==> src/rtl/irqm_pkg.sv <==
// Package irqm_pkg: bit positions within the write word and widths shared by
// the interrupt mask unit. The positions are fixed by the software contract
// of the write operation.
package irqm_pkg;
    localparam int WORD_W     = 8;  // accumulator word width
    localparam int N_IRQ      = 3;  // number of maskable lines
    localparam int MASK_LSB   = 0;  // masks occupy MASK_LSB+N_IRQ-1 .. MASK_LSB
    localparam int MASK_EN_B  = 3;  // mask load enable
    localparam int CLR_C_B    = 4;  // clear edge latch of line C
    localparam int SER_EN_B   = 6;  // serial latch load enable
    localparam int SER_DAT_B  = 7;  // serial latch data
    localparam logic [N_IRQ-1:0] MASK_RST = '1;  // all lines masked after reset
endpackage

==> src/rtl/irqm_sync.sv <==
// Module irqm_sync: multi-stage synchronizer for one asynchronous input.
// Assumes STAGES >= 2. All stages are cleared by the synchronous reset.
module irqm_sync #(
    parameter int STAGES = 2
) (
    input  logic clk,
    input  logic rst_n,
    input  logic d_async,
    output logic d_sync
);
    logic [STAGES-1:0] stg_q;

    // Shift the asynchronous input through the stage chain.
    always_ff @(posedge clk) begin
        if (!rst_n) stg_q <= '0;
        else        stg_q <= {stg_q[STAGES-2:0], d_async};
    end

    assign d_sync = stg_q[STAGES-1];
endmodule

==> src/rtl/irqm_edge_latch.sv <==
// Module irqm_edge_latch: detects a rising edge on a synchronized input and
// holds it in a capture latch until cleared. A detected edge has priority
// over a clear in the same cycle. Assumes smp_i is already synchronous.
module irqm_edge_latch (
    input  logic clk,
    input  logic rst_n,
    input  logic smp_i,
    input  logic clr_i,
    output logic rise_o,
    output logic latch_o
);
    logic prev_q;

    // Remember the previous sample for edge detection.
    always_ff @(posedge clk) begin
        if (!rst_n) prev_q <= 1'b0;
        else        prev_q <= smp_i;
    end

    assign rise_o = smp_i & ~prev_q;

    // Set on an edge, otherwise clear on request, otherwise hold.
    always_ff @(posedge clk) begin
        if (!rst_n)      latch_o <= 1'b0;
        else if (rise_o) latch_o <= 1'b1;
        else if (clr_i)  latch_o <= 1'b0;
    end
endmodule

==> src/rtl/irqm_ctrl_regs.sv <==
// Module irqm_ctrl_regs: mask and serial-output registers loaded from the
// write word, each field gated by its own enable bit. The undefined bit is
// not decoded. Assumes wr_en and wr_data are synchronous to clk.
module irqm_ctrl_regs
    import irqm_pkg::*;
(
    input  logic              clk,
    input  logic              rst_n,
    input  logic              wr_en,
    input  logic [WORD_W-1:0] wr_data,
    output logic [N_IRQ-1:0]  mask_q,
    output logic              ser_q
);
    logic mask_ld;
    logic ser_ld;

    assign mask_ld = wr_en & wr_data[MASK_EN_B];
    assign ser_ld  = wr_en & wr_data[SER_EN_B];

    // Mask register: load on enabled write, all set on reset.
    always_ff @(posedge clk) begin
        if (!rst_n)       mask_q <= MASK_RST;
        else if (mask_ld) mask_q <= wr_data[MASK_LSB +: N_IRQ];
    end

    // Serial output latch: load data bit on enabled write, clear on reset.
    always_ff @(posedge clk) begin
        if (!rst_n)      ser_q <= 1'b0;
        else if (ser_ld) ser_q <= wr_data[SER_DAT_B];
    end
endmodule

==> src/rtl/irqm_gate.sv <==
// Module irqm_gate: combines requests with their masks. A mask bit of 1 blocks
// its request. Purely combinational.
module irqm_gate #(
    parameter int N = 3
) (
    input  logic [N-1:0] req_i,
    input  logic [N-1:0] mask_i,
    output logic [N-1:0] pend_o
);
    // One gate per line.
    for (genvar g = 0; g < N; g++) begin : g_line
        assign pend_o[g] = req_i[g] & ~mask_i[g];
    end
endmodule

==> src/rtl/irq_mask_unit.sv <==
// Module irq_mask_unit: interrupt mask and serial-output register. Holds three
// interrupt masks, an edge capture latch for line C and a serial output latch,
// all updated by an accumulator write. Drives masked pending outputs. Assumes
// all inputs except irq_c_pin are synchronous to clk.
module irq_mask_unit
    import irqm_pkg::*;
#(
    parameter int SYNC_STAGES = 2
) (
    input  logic              clk,
    input  logic              rst_n,
    input  logic              wr_en,
    input  logic [WORD_W-1:0] wr_data,
    input  logic              irq_a_lvl,
    input  logic              irq_b_lvl,
    input  logic              irq_c_pin,
    input  logic              irq_c_ack,
    output logic              pend_a,
    output logic              pend_b,
    output logic              pend_c,
    output logic [N_IRQ-1:0]  mask_o,
    output logic              c_latch_o,
    output logic              ser_out_o
);
    logic             c_smp;
    logic             rise_w;
    logic             c_clr;
    logic [N_IRQ-1:0] req_w;
    logic [N_IRQ-1:0] pend_w;

    irqm_sync #(.STAGES(SYNC_STAGES)) sync_i (
        .clk    (clk),
        .rst_n  (rst_n),
        .d_async(irq_c_pin),
        .d_sync (c_smp)
    );

    // Clear from an enabled write, or from an acknowledge while line C is unmasked.
    assign c_clr = (wr_en & wr_data[CLR_C_B]) | (irq_c_ack & ~mask_o[N_IRQ-1]);

    irqm_edge_latch edge_i (
        .clk    (clk),
        .rst_n  (rst_n),
        .smp_i  (c_smp),
        .clr_i  (c_clr),
        .rise_o (rise_w),
        .latch_o(c_latch_o)
    );

    irqm_ctrl_regs regs_i (
        .clk    (clk),
        .rst_n  (rst_n),
        .wr_en  (wr_en),
        .wr_data(wr_data),
        .mask_q (mask_o),
        .ser_q  (ser_out_o)
    );

    assign req_w = {c_latch_o, irq_b_lvl, irq_a_lvl};

    irqm_gate #(.N(N_IRQ)) gate_i (
        .req_i (req_w),
        .mask_i(mask_o),
        .pend_o(pend_w)
    );

    assign pend_a = pend_w[0];
    assign pend_b = pend_w[1];
    assign pend_c = pend_w[2];
endmodule

==> config.mk <==
export PLATFORM = sky130hd
export DESIGN_NAME = irq_mask_unit
export DESIGN_NICKNAME = d
export VERILOG_FILES = /design/src/rtl/irqm_pkg.sv /design/src/rtl/irqm_sync.sv /design/src/rtl/irqm_edge_latch.sv /design/src/rtl/irqm_ctrl_regs.sv /design/src/rtl/irqm_gate.sv /design/src/rtl/irq_mask_unit.sv
export SDC_FILE = /design/constraint.sdc
export NUM_CORES = 1
export LEC_CHECK = 0
export CAP_MARGIN = 5
export CELL_PAD_IN_SITES_DETAIL_PLACEMENT = 1
export CELL_PAD_IN_SITES_GLOBAL_PLACEMENT = 1
export CORE_MARGIN = 4
export CORE_UTILIZATION = 21
export CTS_CLUSTER_SIZE = 8
export DETAILED_ROUTE_END_ITERATION = 16
export PLACE_DENSITY_LB_ADDON = 0.15
export REMOVE_ABC_BUFFERS = 1
export SYNTH_ARGS = -nofsm -noshare
export SYNTH_HDL_FRONTEND = slang
export SYNTH_SLANG_ARGS = --single-unit
==> constraint.sdc <==
create_clock -name clk -period 0.9 [get_ports clk]
set_input_delay 0.18 -clock clk [delete_from_list [all_inputs] [get_ports clk]]
set_output_delay 0.18 -clock clk [all_outputs]
set_load 0.03 [all_outputs]
==> After elaboration in Yosys (flattened, before gate mapping) <==
Cells that the tools add are included.
{ "word_totals": {"inputBits": 15, "out_inout_bits": 8, "elab_cells": 21, "regBits": 8} }
{ "classes": {"reduce_logical": 1, "bitwise": 13, "mux": 2} }
{ "ops": {"columns": ["op", "count"], "rows": [
  ["$and A1 B1 Y1", 8],
  ["$not A1 Y1", 4],
  ["$mux W1", 2],
  ["$reduce_bool A2 Y1", 1],
  ["$or A1 B1 Y1", 1]
]} }

==> Depth between registers and ports, before layout <==
{ "depth": {"word_depth": 5, "depth_mapped": 2, "depth_no_buf": 2} }

==> By module <==
Synthesis repeated with hierarchy kept, for this count alone.
{ "unflattened": {"hier_cells": 34, "area_unflattened_um2": 344.1} }
{ "by_module_without_submodules": {"columns": ["mod", "seq_area_each_um2", "instances", "area_per_inst_um2", "cells_per_inst"], "rows": [
  ["irqm_ctrl_regs", 80.1, 1, 158.9, 18],
  ["irqm_edge_latch", 40.0, 1, 75.1, 6],
  ["irqm_sync", 40.0, 1, 52.6, 4],
  ["irqm_gate", 0.0, 1, 41.3, 3],
  ["irq_mask_unit", 0.0, 1, 16.3, 3]
]} }

==> Worst setup path after synthesis <==
No wires, ideal clock.
{ "synth_path": {"path_kind": "register to output", "startpoint": "register edge_i.latch_o", "endpoint": "output port pend_c", "path_stages_with_launch": 2, "t_required_ps": 720, "setup_slack_ps": -290, "arrival_time_ps": 1010, "n_path_buf": 0, "path_cell_list": "dfxtp_1 -> nor2b_1"} }
{ "synth_between": {"elab_chain_len": 1} }
{ "synth_lines": {"columns": ["item", "line_no", "text"], "rows": [
  ["start, declared", "irqm_edge_latch.sv:10", "output logic latch_o"],
  ["start signal, assigned", "irqm_edge_latch.sv:24", "if (!rst_n) latch_o <= 1'b0;"],
  ["start signal, assigned", "irqm_edge_latch.sv:25", "else if (rise_o) latch_o <= 1'b1;"],
  ["start signal, assigned", "irqm_edge_latch.sv:26", "else if (clr_i) latch_o <= 1'b0;"],
  ["$and A1 B1 Y1", "irqm_gate.sv:12", "assign pend_o[g] = req_i[g] & ~mask_i[g];"],
  ["end, declared", "irq_mask_unit.sv:20", "output logic pend_c,"]
]} }
No other way between the ends.

==> Final worst setup path <==
Same ends and word-level chain as after synthesis.

==> insert_results.sql <==
INSERT INTO impl_metrics (metric_group, metric, value, unit) VALUES
('drt', 'total_wire_length_after_detailed_routing', '955', 'um'),
('global_routing', 'antenna_violations_before_repair', '0', ''),
('worst_setup_path', 'worst-endpoint-required', '720', 'ps'),
('logic_synthesis', 'synth.yosys.seq_area_share', '0.510', ''),
('drt', 'dr.first_iter.drc_count', '2', ''),
('floorplan', 'die-width', '46.7', 'um'),
('clocking', 'clock_latency', '260', 'ps'),
('status', 'outcome', 'complete, but fails checks', ''),
('min_path', 'worstHoldStart', 'edge_i.prev_q', ''),
('place', 'post-place-cells', '70', ''),
('timing', 'finalWorstPathRequiredPeriod', '1070', 'ps'),
('layout', 'final_nets', '79', ''),
('worst_setup_path', 'crit_path_end_kind', 'primary output', ''),
('global_routing', 'wire_length_of_the_first_global_routing_pass', '1.50', 'mm'),
('global_routing', 'grt_start_max_net_pins', '8', ''),
('clocking', 'clkTransAtPathRegs', '50', 'ps'),
('worst_setup_path', 'critical_path.startpoint', 'edge_i.latch_o', ''),
('clocking', 'number_of_buffers_inserted_during_clock_tree_synthesis', '3', ''),
('layout', 'layoutNonFillerInstCount', '77', ''),
('logic_synthesis', 'post_synth_num_cell_types', '12', ''),
('place', 'dp_hpwl', '744', 'um'),
('logic_synthesis', 'synth_area_leader_cell', 'dfxtp_1', ''),
('timing', 'post-route-period-util', '1.19', ''),
('timing', 'report.final.slew_viol_count', '0', ''),
('power', 'vdd_ir_drop_max', '0.636', 'mV'),
('logic_synthesis', 'synth_cells', '31', ''),
('floorplan', 'core_region_area', '1350', 'um^2'),
('floorplan', 'ios', '23', ''),
('clocking', 'ctsHtreeMaxLevel', '1', ''),
('place', 'placement.cell_area', '546', 'um^2'),
('layout', 'antennaDiodeCount', '0', ''),
('global_routing', 'grt-ovfl-total', '0', ''),
('drt', 'routed-via-count', '357', ''),
('logic_synthesis', 'synth_largest_type_area_fraction', '0.510', ''),
('clocking', 'root_buffer', 'clkbuf_4', ''),
('clocking', 'cts-root-to-sink-buffers', '2', ''),
('status', 'violated_checks', 'setup timing', ''),
('logic_synthesis', 'mappedNetlistArea', '314', 'um^2'),
('worst_setup_path', 'critical_path.max_stage_delay', '340', 'ps'),
('worst_setup_path', 'crit_slowest_cell', 'dfxtp_2', ''),
('job', 'maxCapViolations', '0', ''),
('drt', 'first_pass_iters', '2', ''),
('timing', 'slew-limit-headroom', '0.868', ''),
('floorplan', 'dieArea', '2180', 'um^2'),
('timing', 'worst_clock_skew', '5.21', 'ps'),
('logic_synthesis', 'number_of_warnings_issued_by_yosys', '0', ''),
('clocking', 'cts_hold_buf', '0', ''),
('layout', 'area_added_between_synthesis_and_finish', '99.2', '%'),
('global_routing', 'vias_in_the_first_global_route', '376', ''),
('timing', 'final-setup-viol-count', '7', ''),
('place', 'globalplace.congestion', '0.742', ''),
('timing', 'timing_hold_violations_final', '0', ''),
('logic_synthesis', 'syn_avg_cell_area', '10.1', 'um^2'),
('place', 'post-place-ws', '-371', 'ps'),
('drt', 'detail_route.vias_per_cell', '4.64', ''),
('worst_setup_path', 'setup.worst_path.class', 'reg2out', ''),
('floorplan', 'die_h', '46.7', 'um'),
('clocking', 'numClockSinks', '8', ''),
('timing', 'timing_worst_slew_pin_value', '198', 'ps'),
('floorplan', 'floorplan.initialDensity', '0.233', ''),
('drt', 'antenna_violating_nets_post_route', '0', ''),
('worst_setup_path', 'critical_path.cell_chain', 'nor2b_1 -> buf_4', ''),
('timing', 'fmax', '935', 'MHz'),
('worst_setup_path', 'worst_r2r_startpoint', 'regs_i.mask_q[2]', ''),
('floorplan', 'std_cell_rows', '13', ''),
('layout', 'finalInstanceArea', '626', 'um^2'),
('layout', 'post_route_cells_drive_above_1_share', '0.452', ''),
('timing', 'grt_setup_unrepaired', 'yes', ''),
('logic_synthesis', 'synth.ff_latch_count', '8', ''),
('min_path', 'path_category_of_the_worst_min_delay_check', 'reg2reg', ''),
('timing', 'final.setup.worst_slack', '-169', 'ps');
==> final cells by class <==
cell class	instances	area, um^2
flip-flops and latches	8	166
clock buffers	3	22.5
repair buffers	28	264
multi-input cells	22	150
fillers	158	724
well taps	15	18.8
inverters	1	3.75
==> worst paths after layout <==
kind | cells past startpoint | to | slack (ps)
setup / recovery | 2 | pend_c | -170
hold / removal | 1 | edge_i.latch_o | 420
setup reg to reg | 3 | edge_i.latch_o | 90
hold reg to reg | 1 | edge_i.latch_o | 420
==> repair_timing <==
item                       in CTS  in global routing
setup endpoints to repair      13                  8
setup buffers                   2                  2
gates resized for setup        14                  2
==> cell usage in the layout (no fill, tap or decap) <==
| master | netlist | final |
|---|---|---|
| inv_1 | 1 | 1 |
| o21a_1 | 1 | 1 |
| o32ai_2 | 1 | 1 |
| and2_1 | 3 | 3 |
| nand2_1 | 2 | 2 |
| nor2b_1 | 4 | 4 |
| and3_2 | 1 | 1 |
| buf_4 | 0 | 8 |
| and3b_2 | 3 | 3 |
| a21oi_1 | 3 | 3 |
| dfxtp_2 | 0 | 5 |
| dlygate4sd2_1 | 0 | 4 |
| buf_6 | 0 | 7 |
| o21ai_0 | 3 | 3 |
| clkbuf_4 | 0 | 3 |
| dfxtp_1 | 8 | 3 |
| clkdlybuf4s50_1 | 0 | 9 |
| a21boi_0 | 1 | 1 |
==> cell usage after synthesis, drive strengths merged <==
cell type / instances
and2: 3
a21oi: 3
o21a: 1
and3: 1
nor2b: 4
o32ai: 1
and3b: 3
o21ai: 3
nand2: 2
inv: 1
dfxtp: 8
a21boi: 1
==> state kept, by name (all words and copies together), names as in the netlist <==
| signal | flops |
|---|---|
| regs_i.mask_q | 3 |
| edge_i.latch_o | 1 |
| regs_i.ser_q | 1 |
| edge_i.prev_q | 1 |
| sync_i.stg_q | 2 |
==> layer usage <==
layer	GRT usage	up-vias	part of all wire
li1	-	170	-
met1	0.0924	166	0.34
met2	0.179	19	0.52
met3	0.0508	2	0.13
met4	0.0663	0	0.010
met5	0	-	0
==> per-stage QoR <==
| stage | setup TNS [ps] | hold WS [ps] | utilization |
|---|---|---|---|
| final | -777 | 418 | 0.463 |
| after global routing | -1130 | 435 | 0.463 |
| after CTS | -767 | 429 | 0.447 |
| after detailed placement | -2400 | 419 | 0.404 |
| after global placement | -2160 | 401 | 0.404 |
| after floorplan | -625 | 256 | - |
==> cells by family (layout without fill, tap and decap cells) <==
family,Yosys count,in the layout,share of synthesized area
AOI/OAI and AO/OA,9,9,0.195
and+or+nand+nor,13,13,0.283
DFF,8,8,0.510
buffers and inverters,1,32,0.0119
==> power breakdown <==
part           switching, mW  internal (mW)  leakage, nW
Sequential            0.0103          0.373       0.0653
Combinational         0.0643          0.104        0.205
Clock                  0.123          0.153       0.0138
Total                  0.198          0.630        0.284
No activity file was read; power rests on OpenSTA's default activity.
